`config.mk`:
```
export PLATFORM = sky130hd
export DESIGN_NAME = dma_ctl_regs
export DESIGN_NICKNAME = d
export VERILOG_FILES = /design/src/rtl/dma_ctl_pkg.sv /design/src/rtl/dma_ctl_decode.sv /design/src/rtl/dma_ctl_status.sv /design/src/rtl/dma_ctl_chan.sv /design/src/rtl/dma_ctl_regs.sv
export SDC_FILE = /design/constraint.sdc
export NUM_CORES = 1
export LEC_CHECK = 0
export BUFFER_PORTS_ARGS = -buffer_cell sky130_fd_sc_hd__buf_2
export CORE_ASPECT_RATIO = 1.1
export CORE_MARGIN = 2
export CORE_UTILIZATION = 35
export CTS_CLUSTER_DIAMETER = 60
export CTS_CLUSTER_SIZE = 40
export DETAILED_ROUTE_END_ITERATION = 7
export PLACE_DENSITY = 0.72
export SLEW_MARGIN = 20
export SYNTH_ARGS = -nofsm -noshare
export SYNTH_HDL_FRONTEND = slang
export SYNTH_SLANG_ARGS = --single-unit
export TNS_END_PERCENT = 10
```
`constraint.sdc`:
```
create_clock -name clk -period 2.1 [get_ports clk]
set_input_delay 0.105 -clock clk [delete_from_list [all_inputs] [get_ports clk]]
set_output_delay 0.105 -clock clk [all_outputs]
set_load 0.1 [all_outputs]
```
`src/rtl/dma_ctl_pkg.sv`:
```
package dma_ctl_pkg;
  localparam int NCH = 4;
  localparam int CHW = $clog2(NCH);
  localparam int DW  = 8;
  localparam int SW  = 2 * NCH;
  localparam int PW  = 3;
  localparam int NPORT = 1 << PW;

  typedef enum logic [PW-1:0] {
    OFS_CMD    = 3'd0,
    OFS_REQ    = 3'd1,
    OFS_SMASK  = 3'd2,
    OFS_MODE   = 3'd3,
    OFS_CLRPTR = 3'd4,
    OFS_MRST   = 3'd5,
    OFS_CLRMSK = 3'd6,
    OFS_WRMSK  = 3'd7
  } ofs_e;

  // command bits the block accepts; every other bit rejects the word
  localparam logic [DW-1:0] CMD_ALLOWED = 8'h04;

  function automatic logic cmd_accept(input logic [DW-1:0] v);
    return (v & ~CMD_ALLOWED) == '0;
  endfunction
endpackage

```
`src/rtl/dma_ctl_decode.sv`:
```
module dma_ctl_decode
  import dma_ctl_pkg::*;
(
  input  logic            wr,
  input  logic            rd,
  input  logic [PW-1:0]   sel,
  output logic [NPORT-1:0] wr_stb,
  output logic            rd_status,
  output logic            rd_mask
);
  for (genvar p = 0; p < NPORT; p++) begin : g_stb
    assign wr_stb[p] = wr && (sel == PW'(p));
  end
  assign rd_status = rd && (sel == OFS_CMD);
  assign rd_mask   = rd && (sel == OFS_REQ);
endmodule

```
`src/rtl/dma_ctl_status.sv`:
```
module dma_ctl_status
  import dma_ctl_pkg::*;
(
  input  logic           clk,
  input  logic           rst_n,
  input  logic           mrst,
  input  logic           req_wr,
  input  logic [CHW-1:0] req_ch,
  input  logic           req_val,
  input  logic           rd_clr,
  input  logic [NCH-1:0] tc,
  input  logic [NCH-1:0] hset,
  input  logic [NCH-1:0] hclr,
  output logic [SW-1:0]  status_q
);
  logic [SW-1:0] status_n;
  logic          status_en;

  // fixed precedence: read clear, request write, hold levels, tc, reset
  always_comb begin
    status_n = status_q;
    if (rd_clr) status_n[NCH-1:0] = '0;
    if (req_wr) begin
      status_n[NCH + int'(req_ch)] = req_val;
      status_n[int'(req_ch)]       = 1'b0;
    end
    status_n[SW-1:NCH] = (status_n[SW-1:NCH] & ~hclr) | hset;
    status_n[NCH-1:0]  = status_n[NCH-1:0] | tc;
    if (mrst) status_n = '0;
  end

  assign status_en = mrst | rd_clr | req_wr | (|tc) | (|hset) | (|hclr);

  always_ff @(posedge clk or negedge rst_n) begin
    if (!rst_n)         status_q <= '0;
    else if (status_en) status_q <= status_n;
  end
endmodule

```
`src/rtl/dma_ctl_chan.sv`:
```
module dma_ctl_chan
  import dma_ctl_pkg::*;
(
  input  logic            clk,
  input  logic            rst_n,
  input  logic            mrst,
  input  logic            smask_wr,
  input  logic            mode_wr,
  input  logic            clrmsk_wr,
  input  logic            wrmsk_wr,
  input  logic [DW-1:0]   wdata,
  output logic [NCH-1:0]  mask_q,
  output logic [NCH*DW-1:0] mode_q,
  output logic [NCH-1:0]  autoinit,
  output logic [NCH-1:0]  decr,
  output logic [NCH-1:0]  verify
);
  logic [NCH-1:0] mask_n;
  logic           mask_en;

  always_comb begin
    mask_n = mask_q;
    if (mrst)           mask_n = '1;
    else if (clrmsk_wr) mask_n = '0;
    else if (wrmsk_wr)  mask_n = wdata[NCH-1:0];
    else if (smask_wr)  mask_n[int'(wdata[CHW-1:0])] = wdata[2];
  end

  assign mask_en = mrst | clrmsk_wr | wrmsk_wr | smask_wr;

  always_ff @(posedge clk or negedge rst_n) begin
    if (!rst_n)       mask_q <= '1;
    else if (mask_en) mask_q <= mask_n;
  end

  for (genvar c = 0; c < NCH; c++) begin : g_mode
    logic          mode_en;
    logic [DW-1:0] mode_r;

    assign mode_en = mode_wr && (wdata[CHW-1:0] == CHW'(c));

    always_ff @(posedge clk or negedge rst_n) begin
      if (!rst_n)       mode_r <= '0;
      else if (mode_en) mode_r <= wdata;
    end

    assign mode_q[c*DW +: DW] = mode_r;
    assign autoinit[c] = mode_r[4];
    assign decr[c]     = mode_r[5];
    assign verify[c]   = (mode_r[3:2] == 2'b00);
  end
endmodule

```
`src/rtl/dma_ctl_regs.sv`:
```
module dma_ctl_regs
  import dma_ctl_pkg::*;
(
  input  logic              clk,
  input  logic              rst_n,
  input  logic              ctl_wr,
  input  logic              ctl_rd,
  input  logic [2:0]        ctl_sel,
  input  logic [7:0]        ctl_wdata,
  output logic [7:0]        ctl_rdata,
  input  logic              ptr_toggle,
  input  logic [3:0]        tc_pulse,
  input  logic [3:0]        hold_set,
  input  logic [3:0]        hold_clr,
  output logic [7:0]        cmd_o,
  output logic [3:0]        mask_o,
  output logic [3:0]        req_o,
  output logic [31:0]       mode_o,
  output logic [3:0]        autoinit_o,
  output logic [3:0]        decr_o,
  output logic [3:0]        verify_o,
  output logic              byte_ptr_o
);
  // reset: asserted asynchronously, released on a clock edge
  logic [1:0] rst_sync;
  logic       rst_s_n;

  always_ff @(posedge clk or negedge rst_n) begin
    if (!rst_n) rst_sync <= '0;
    else        rst_sync <= {rst_sync[0], 1'b1};
  end
  assign rst_s_n = rst_sync[1];

  logic [NPORT-1:0] wr_stb;
  logic             rd_status, rd_mask;

  dma_ctl_decode u_dec (
    .wr        (ctl_wr),
    .rd        (ctl_rd),
    .sel       (ctl_sel),
    .wr_stb    (wr_stb),
    .rd_status (rd_status),
    .rd_mask   (rd_mask)
  );

  logic mrst;
  assign mrst = wr_stb[OFS_MRST];

  logic [SW-1:0] status_q;

  dma_ctl_status u_status (
    .clk      (clk),
    .rst_n    (rst_s_n),
    .mrst     (mrst),
    .req_wr   (wr_stb[OFS_REQ]),
    .req_ch   (ctl_wdata[CHW-1:0]),
    .req_val  (ctl_wdata[2]),
    .rd_clr   (rd_status),
    .tc       (tc_pulse),
    .hset     (hold_set),
    .hclr     (hold_clr),
    .status_q (status_q)
  );

  dma_ctl_chan u_chan (
    .clk       (clk),
    .rst_n     (rst_s_n),
    .mrst      (mrst),
    .smask_wr  (wr_stb[OFS_SMASK]),
    .mode_wr   (wr_stb[OFS_MODE]),
    .clrmsk_wr (wr_stb[OFS_CLRMSK]),
    .wrmsk_wr  (wr_stb[OFS_WRMSK]),
    .wdata     (ctl_wdata),
    .mask_q    (mask_o),
    .mode_q    (mode_o),
    .autoinit  (autoinit_o),
    .decr      (decr_o),
    .verify    (verify_o)
  );

  // command register
  logic [DW-1:0] cmd_q, cmd_n;
  logic          cmd_en;

  always_comb begin
    cmd_en = mrst | (wr_stb[OFS_CMD] && cmd_accept(ctl_wdata));
    cmd_n  = mrst ? '0 : ctl_wdata;
  end

  always_ff @(posedge clk or negedge rst_s_n) begin
    if (!rst_s_n)    cmd_q <= '0;
    else if (cmd_en) cmd_q <= cmd_n;
  end

  // byte pointer
  logic ptr_q, ptr_n, ptr_en;

  always_comb begin
    ptr_en = mrst | wr_stb[OFS_CLRPTR] | ptr_toggle;
    ptr_n  = (mrst | wr_stb[OFS_CLRPTR]) ? 1'b0 : ~ptr_q;
  end

  always_ff @(posedge clk or negedge rst_s_n) begin
    if (!rst_s_n)    ptr_q <= 1'b0;
    else if (ptr_en) ptr_q <= ptr_n;
  end

  // read mux
  always_comb begin
    ctl_rdata = '0;
    if (rd_status)    ctl_rdata = status_q;
    else if (rd_mask) ctl_rdata = {{(DW-NCH){1'b0}}, mask_o};
  end

  assign cmd_o      = cmd_q;
  assign req_o      = status_q[SW-1:NCH];
  assign byte_ptr_o = ptr_q;
endmodule

```
* After elaboration in Yosys (flattened, before gate mapping) *
Cells that the tools add are included.

operators by class
  eq/ne operators = 10
  add/subtract/negate cells = 1
  order comparisons = 5
  multiplexer cells = 19
  reduce and logical (&&, ||, !) cells = 30
  bitwise operators = 18

operator list
  operator             number
  $ge 32x1->1 const B  1
  $lt 32x5->1 const B  1
  $mux 8               4
  $mux 4               6
  $logic_and 1x1->1    18
  $eq 3x3->1 const B   4
  $reduce_or 4->1      3
  $or 1x1->1           11
  $logic_not 2->1      5
  $and 8x8->8          1
  $bwmux 8             1
  $logic_not 8->1      1
  $not 4->8            1
  $or 4x4->4           2
  $eq 3x2->1 const B   2
  $add 3x2->4 const A  1
  $and 4x4->4          1
  $bwmux 4             1
  $demux 1 s2          2
  $eq 2x2->1 const B   2
  $lt 2x4->1 const B   1
  $mux 1               4
  $not 4->4            1
  $reduce_bool 4->1    1
  other kinds (8)      8

storage, ports and cells
  register bits after elaboration = 55
  output and inout port bits = 69
  logic and storage cells = 92

* Depth between registers and ports, before layout *
Gate-level depths: netlist of the first run.

  depth in word-level cells = 11
  mapped depth = 5
  gate-level depth less buffers = 4

* By module *
A second synthesis of the first run with hierarchy kept.

unflattened totals
  cells, all modules = 199
  area total of the unflattened synthesis = 2,494.9 um2

modules (own cells, without submodules)
  module          area each (um2)  cells an instance  seq. area each (um2)  instances
  dma_ctl_chan    1,514.0          112                905.9                 1
  dma_ctl_regs    488.0            39                 275.3                 1
  dma_ctl_status  381.6            38                 200.2                 1
  dma_ctl_decode  111.4            10                 0.0                   1

* Worst setup path before layout of the first run *
No wires, ideal clock.

  kind = flip-flop to output port
  start point = register u_chan.mask_q[1]
  end point = output ctl_rdata[1]
  arrival = 2.261 ns
  setup slack = -0.266 ns
  stages on the path, launching flop included = 3
  cell sequence = dfstp_2 mux2i_1 nor2_1

between the ends
  cells in the longest elaborated chain, start to end = 2

RTL lines
  element                 RTL line             source
  from (decl)             dma_ctl_chan.sv:12   output logic [NCH-1:0] mask_q,
  from (signal assigned)  dma_ctl_chan.sv:33   else if (mask_en) mask_q <= mask_n;
  $mux 4                  dma_ctl_regs.sv:112  else if (rd_mask) ctl_rdata = {{(DW-NCH){1'b0}}, mask_o};
  $mux 8                  dma_ctl_regs.sv:111  if (rd_status) ctl_rdata = status_q;
  to (decl)               dma_ctl_regs.sv:10   output logic [7:0] ctl_rdata,

No other way between the ends.

* Worst setup path after layout of the first run *
Ends and elaborated chain as after synthesis.

==> results of run 1 <==
Yosys cell counts (all sizes together), types with 2 or more instances:
master,instances,area [um^2]
nor2,19,122.6
o21ai,8,40.04
nor2b,7,51.30
dfrtp,51,1276
nand2,6,22.52
or2,4,25.02
a32o,5,50.05
mux2,26,292.8
nand2b,3,21.27
clkbuf,3,12.51
nor4b,3,26.28
nor4,3,18.77
nand4,3,25.02
o2bb2ai,4,35.03
and4,3,26.28
nand3,6,42.54
dfstp,4,105.1
buf,17,130.1
a311oi,4,35.03
inv,5,18.77
o22ai,2,12.51
mux2i,4,40.04
nor3,2,10.01
and2,13,81.33
logic make-up after synthesis:
kind of cell / Yosys count / synth area share [%]
compound gates: 30 / 8.527
xor+xnor: 1 / 0.3317
other cells: 1 / 0.1420
mux: 30 / 12.60
simple gates: 78 / 19.99
buf+inv: 25 / 6.111
flops: 55 / 52.30
routing by layer:
layer  vias to the layer above  part of all wire [%]
li1                        943                     -
met1                       992                    43
met2                        86                    51
met3                         8                   5.3
met4                         0                   1.2
met5                         -                     0
sequential cells by signal, summed over array words and instances, names as in the netlist:
name and cells:
byte_ptr_o 1, rst_sync 2, u_chan.g_mode.mode_r 32, u_chan.mask_q 4
cmd_o 8, u_status.status_q 8
layout make-up:
cell class / instances / area, um^2
multi-input combinational: 140 / 1101
tap: 87 / 108.9
clock inverter: 1 / 8.758
timing repair buffer: 99 / 505.5
inverter: 5 / 18.77
clock buffer: 7 / 86.33
sequential: 55 / 1383
fill: 706 / 4179
where the power goes:
group	internal (uW)	leakage (uW)	switching (uW)	total (uW)
clock	271	0.0000484	344	615
sequential	1210	0.000679	103	1310
combinational	275	0.000928	1640	1920
stage by stage:
| step | std cells | hold WS [ps] | setup TNS, ps | setup slack (ps) |
|---|---|---|---|---|
| 6_report | 394 | 41.02 | 0 | 545.0 |
| 5_1_grt | 394 | 32.42 | 0 | 478.5 |
| 4_1_cts | 394 | 34.97 | 0 | 532.9 |
| 3_5_place_dp | 385 | -109.2 | 0 | 597.1 |
| 3_3_place_gp | 385 | -108.9 | 0 | 629.9 |
| 2_1_floorplan | 220 | -190.6 | -1424 | -266.1 |
worst max-delay path, stage by stage, from the launching register on:
cell	delay [ps]
dfstp_2	560
mux2i_1	80
nor2_2	80
buf_2	420
worst max path at each step:
| stage | end | cells after the start |
|---|---|---|
| after floorplan | ctl_rdata[0] | 2 |
| after global placement | u_status.status_q[6] | 5 |
| after detailed placement | ctl_rdata[5] | 5 |
| after CTS | ctl_rdata[0] | 3 |
| after global routing | ctl_rdata[4] | 5 |
| final | ctl_rdata[1] | 3 |
==> flow_metrics.py, run 1 <==
metrics = {
    "synth": {
        "syn_inst": 220,
        "ys.flop_type": "dfrtp_1",
        "synth_cell_types": 49,
        "async_flop_share_pct": 100.0,
        "synth_edf_count": 0,
        "avgSynthCellArea_um2": 12.01,
        "syn_area_um2": 2641,
        "syn-num-nets": 248,
        "ys_ff_latch": 55,
        "ys_seq_area_share_pct": 52.30,
        "yosysWarnings": 0,
    },
    "worst_setup_path": {
        "crit_arrival_ps": 1450,
        "path_class": "flop to output pin",
        "r2r_end": "u_chan.mask_q[3]",
        "rr_worst_depth": 1,
        "setup.worst_path.end_class": "output pin",
        "cp.required_ps": 2000,
        "r2r_start": "rst_sync[1]",
        "crit_start": "u_chan.mask_q[1]",
        "start_kind": "flop",
        "cp_max_fo": 3,
        "r2r_slack_ps": 1110,
    },
    "cts": {
        "cts.sinks": 55,
        "cts-buffers-inserted": 5,
        "holdBufCountCts": 1,
        "path_clk_slew_ps": 100,
        "cts_resized": 0,
        "clock_latency_ps": 300,
        "cts_tree": "built",
        "root_buffer": "clkbuf_8",
        "cts_setup_buffers": 0,
        "htree_levels": 2,
        "clk_path_buf_depth": 2,
    },
    "global_route": {
        "grt_pass1_wl_um": 10110,
        "antenna_found_initial": 0,
        "grt_util_met2_pct": 26.02,
        "grt_max_degree": 30,
        "globalRouteMet1Util_pct": 20.60,
        "grt-ovfl-total": 0,
        "grt_usage_pct": 15.69,
        "grt_pass1_vias": 1990,
        "top_usage_layer": "met2",
        "met3_usage_pct": 3.550,
    },
    "sta": {
        "drv_slew": 0,
        "worst_clock_skew_ps": 3.982,
        "hold_viol_final": 0,
        "min_period_over_period_pct": 74.05,
        "finalSetupViolCount": 0,
        "slew-limit-headroom_pct": 58.58,
        "worstMarginPinSlew_ps": 621.3,
        "rsz0062_at_grt": "no",
        "fmax_mhz": 643.1,
        "fin_crit_ps": 1555,
    },
    "worst_hold_path": {
        "min_to": "u_status.status_q[1]",
        "hp-start": "tc_pulse[1]",
        "hold_depth": 2,
        "hold_path.class": "input pin to flop",
    },
    "routing": {
        "ant_nets": 0,
        "avgViaCountPerCell": 5.150,
        "drt-total-wl_um": 6357,
        "vias": 2029,
        "drc": 0,
        "wl_per_cell_um": 16.13,
        "dr.pass1.iters": 4,
        "drt_iter0_drc": 118,
    },
    "place": {
        "place_area_um2": 3107,
        "gp_congestion": 0.8486,
        "dpl.hpwl_um": 4739,
        "port_buffers": 96,
    },
    "floorplanning": {
        "dieHeight_um": 95.11,
        "die_w_um": 86.83,
        "start_util_pct": 35.74,
        "io_pins": 97,
        "dieArea_um2": 8258,
        "coreArea_um2": 7391,
        "num_rows": 33,
    },
    "layout": {
        "drive_above_1_share_pct": 45.93,
        "area_growth_pct": 21.60,
        "antennaDiodeCount": 0,
        "final_core_utilization_pct": 43.46,
        "mostFrequentLayoutCells": "buf_2, dfrtp_1, mux2_2",
        "final_common_cell": "buf_2",
        "final_nets": 334,
        "finalInstanceArea_um2": 3212,
    },
    "power_and_ir_drop": {
        "power_density_nw_per_um2": 1197,
        "p_total_uw": 3844,
        "vdd_drop_max_v": 0.001031,
        "leakage_uw": 0.001655,
    },
    "run_status": {
        "status": "complete, no violations",
    },
    "run": {
        "cap_violations": 0,
    },
}
No activity file was read; power rests on OpenSTA's default activity.
==> run 2, diff against run 1 <==
--- a/config.mk
+++ b/config.mk
@@ -12,7 +12,7 @@
 export CTS_CLUSTER_DIAMETER = 60
 export CTS_CLUSTER_SIZE = 40
 export DETAILED_ROUTE_END_ITERATION = 7
-export PLACE_DENSITY = 0.72
+export PLACE_DENSITY = 0.74
 export SLEW_MARGIN = 20
 export SYNTH_ARGS = -nofsm -noshare
 export SYNTH_HDL_FRONTEND = slang
==> constraint.sdc (replaced) <==
create_clock -name clk -period 1.3 [get_ports clk]
set_input_delay 0.065 -clock clk [delete_from_list [all_inputs] [get_ports clk]]
set_output_delay 0.065 -clock clk [all_outputs]
set_load 0.1 [all_outputs]
==> run 2 against run 1 <==
The flow now finishes with violations (negative setup slack). Combinational power increased by 81%. Via count rose by 6.3%. Clock skew is 1.6 ps higher. Largest power group unchanged. Highest routed layer unchanged.
==> flow_metrics.py, run 2 (synthesized netlist as in run 1, its figures left out) <==
metrics = {
    "routing": {
        "drt_iter0_drc": 156,
        "wl_per_cell_um": 16.04,
        "dr.pass1.iters": 4,
        "drc": 0,
        "avgViaCountPerCell": 5.158,
        "vias": 2156,
        "drt-total-wl_um": 6706,
        "ant_nets": 0,
    },
    "layout": {
        "drive_above_1_share_pct": 54.38,
        "largest_reg_flops": 32,
        "multi_input_comb_area_um2": 1204,
        "mostFrequentLayoutCells": "buf_2, dfrtp_1, buf_4",
        "final_nets": 358,
        "area_growth_pct": 44.29,
        "finalInstanceArea_um2": 3811,
        "top_register": "u_chan.g_mode.mode_r",
        "ff_latch_area_um2": 1401,
        "antennaDiodeCount": 0,
        "fill_cells": 649,
        "final_common_cell": "buf_2",
    },
    "worst_setup_path": {
        "r2r_slack_ps": 320,
        "worstPathCellList": "mux2i_4 > nor2_4 > buf_12",
        "cp_max_fo": 2,
        "cp.required_ps": 1240,
        "path_class": "flop to output pin",
        "r2r_start": "u_chan.mask_q[1]",
        "crit_arrival_ps": 1320,
        "r2r_end": "u_chan.mask_q[1]",
        "start_kind": "flop",
        "rr_worst_depth": 3,
        "critPathMaxStageDelay_ps": 640,
        "setup.worst_path.end_class": "output pin",
        "cp_slowest_cell": "dfstp_4",
        "crit_family": "flip-flops",
        "path_buf_inv": 1,
    },
    "global_route": {
        "grt_max_degree": 26,
        "grt_usage_pct": 16.83,
        "grt_pass1_wl_um": 10780,
        "grt-ovfl-total": 0,
        "antenna_found_initial": 0,
        "grt_pass1_vias": 2146,
    },
    "floorplanning": {
        "coreArea_um2": 7391,
        "dieHeight_um": 95.11,
        "io_pins": 97,
        "die_w_um": 86.83,
        "start_util_pct": 35.74,
        "num_rows": 33,
        "dieArea_um2": 8258,
    },
    "cts": {
        "clk_path_buf_depth": 2,
        "htree_levels": 2,
        "clock_latency_ps": 310,
        "cts.sinks": 55,
        "cts_tree": "built",
        "cts-buffers-inserted": 5,
        "path_clk_slew_ps": 100,
        "root_buffer": "clkbuf_8",
    },
    "sta": {
        "worst_clock_skew_ps": 5.578,
        "min_period_over_period_pct": 106.2,
        "rsz0062_at_grt": "yes",
        "worst_slack_ps": -80.02,
        "fin_crit_ps": 1380,
        "hold_viol_final": 0,
        "drv_slew": 0,
        "finalSetupViolCount": 6,
        "fmax_mhz": 724.6,
    },
    "run_status": {
        "status": "finished with violations",
        "violations": "negative setup slack",
    },
    "power_and_ir_drop": {
        "power_density_nw_per_um2": 1783,
        "switching_share_pct": 51.51,
        "clkPwrFrac_pct": 16.9,
        "p_switching_uw": 3500,
        "vdd_drop_max_v": 0.001393,
        "p_total_uw": 6795,
        "pwr-share-comb_pct": 51.3,
        "seq_power_share_pct": 31.8,
        "leakage_uw": 0.001849,
        "p_int_uw": 3295,
    },
    "run": {
        "cap_violations": 0,
    },
    "worst_hold_path": {
        "hp-start": "tc_pulse[2]",
        "min_to": "u_status.status_q[2]",
        "hold_depth": 2,
        "hold_path.class": "input pin to flop",
    },
    "place": {
        "gp_congestion": 0.9372,
        "port_buffers": 96,
        "place_area_um2": 3613,
        "dpl.hpwl_um": 5113,
    },
}
run 2: changes by cell type in the layout (fill, tap and decap cells not counted), moves of 6 or more:
cell and delta:
buf_12 +18, buf_2 -18, buf_4 +18, nor2_1 -8, nor2_4 +8, dfrtp_1 -6
dfrtp_2 +6
run 2: timing repair:
action                                 in CTS  in global routing
endpoints found under the hold margin       5                  0
hold buffers                                4                  0
gates cloned                                0                  0
gates resized for setup                     1                  5
pin swaps                                   3                  0
setup endpoints to repair                   4                 13
buffers inserted                            4                  0
run 2: routing by layer:
layer / part of all wire (%) / wire [um] / global-route usage, % / vias up
li1: - / - / - / 995
met3: 4.7 / 312 / 2.944 / 11
met4: 1.8 / 119 / 6.641 / 0
met5: 0 / 0 / 0 / -
met1: 43 / 2900 / 21.42 / 1068
met2: 50 / 3375 / 28.37 / 82
run 2: layout make-up:
class | count | area share [%]
Clock buffer | 6 | 1.904
Timing Repair Buffer | 123 | 25.38
Multi-Input combinational cell | 140 | 31.58
Clock inverter | 2 | 1.018
Tap cell | 87 | 2.856
Sequential cell | 55 | 36.77
Inverter | 5 | 0.4924
run 2: per-stage QoR:
step                util, %  cells  setup WS, ps  hold WS [ps]  setup TNS, ps
floorplan                 -    220        -326.2        -230.6          -2179
global placement      48.89    402        -40.26        -149.7         -298.8
detailed placement    48.89    402        -92.42        -146.1          -1409
CTS                   51.40    418        -84.73         5.092         -320.6
global route          51.57    418        -118.7         14.10         -530.4
finish                51.57    418        -80.02         19.59         -258.1
run 2: power by group through the flow:
stage	clock, uW	combinational [uW]	sequential [uW]
2_1_floorplan	0	1260	3710
3_3_place_gp	0	3400	2200
3_5_place_dp	0	3430	2210
4_1_cts	1190	3490	2170
5_1_grt	1260	3580	2200
6_report	1150	3480	2160
run 2: worst reg2reg max path, cell delays in order (launching register included):
cell and delay, ps:
dfstp_2 540, buf_4 130, a21oi_1 40, a31oi_1 190
run 2: how the worst max path moves through the flow:
stage	startpoint	to	slack, ps	depth (start not counted)
floorplan	u_chan.mask_q[1]	ctl_rdata[1]	-330	2
global placement	ctl_sel[0]	u_status.status_q[7]	-40	5
detailed placement	hold_clr[2]	u_status.status_q[2]	-90	5
CTS	u_chan.mask_q[3]	ctl_rdata[3]	-80	3
global route	u_chan.mask_q[3]	ctl_rdata[3]	-120	3
finish	u_chan.mask_q[3]	ctl_rdata[3]	-80	3
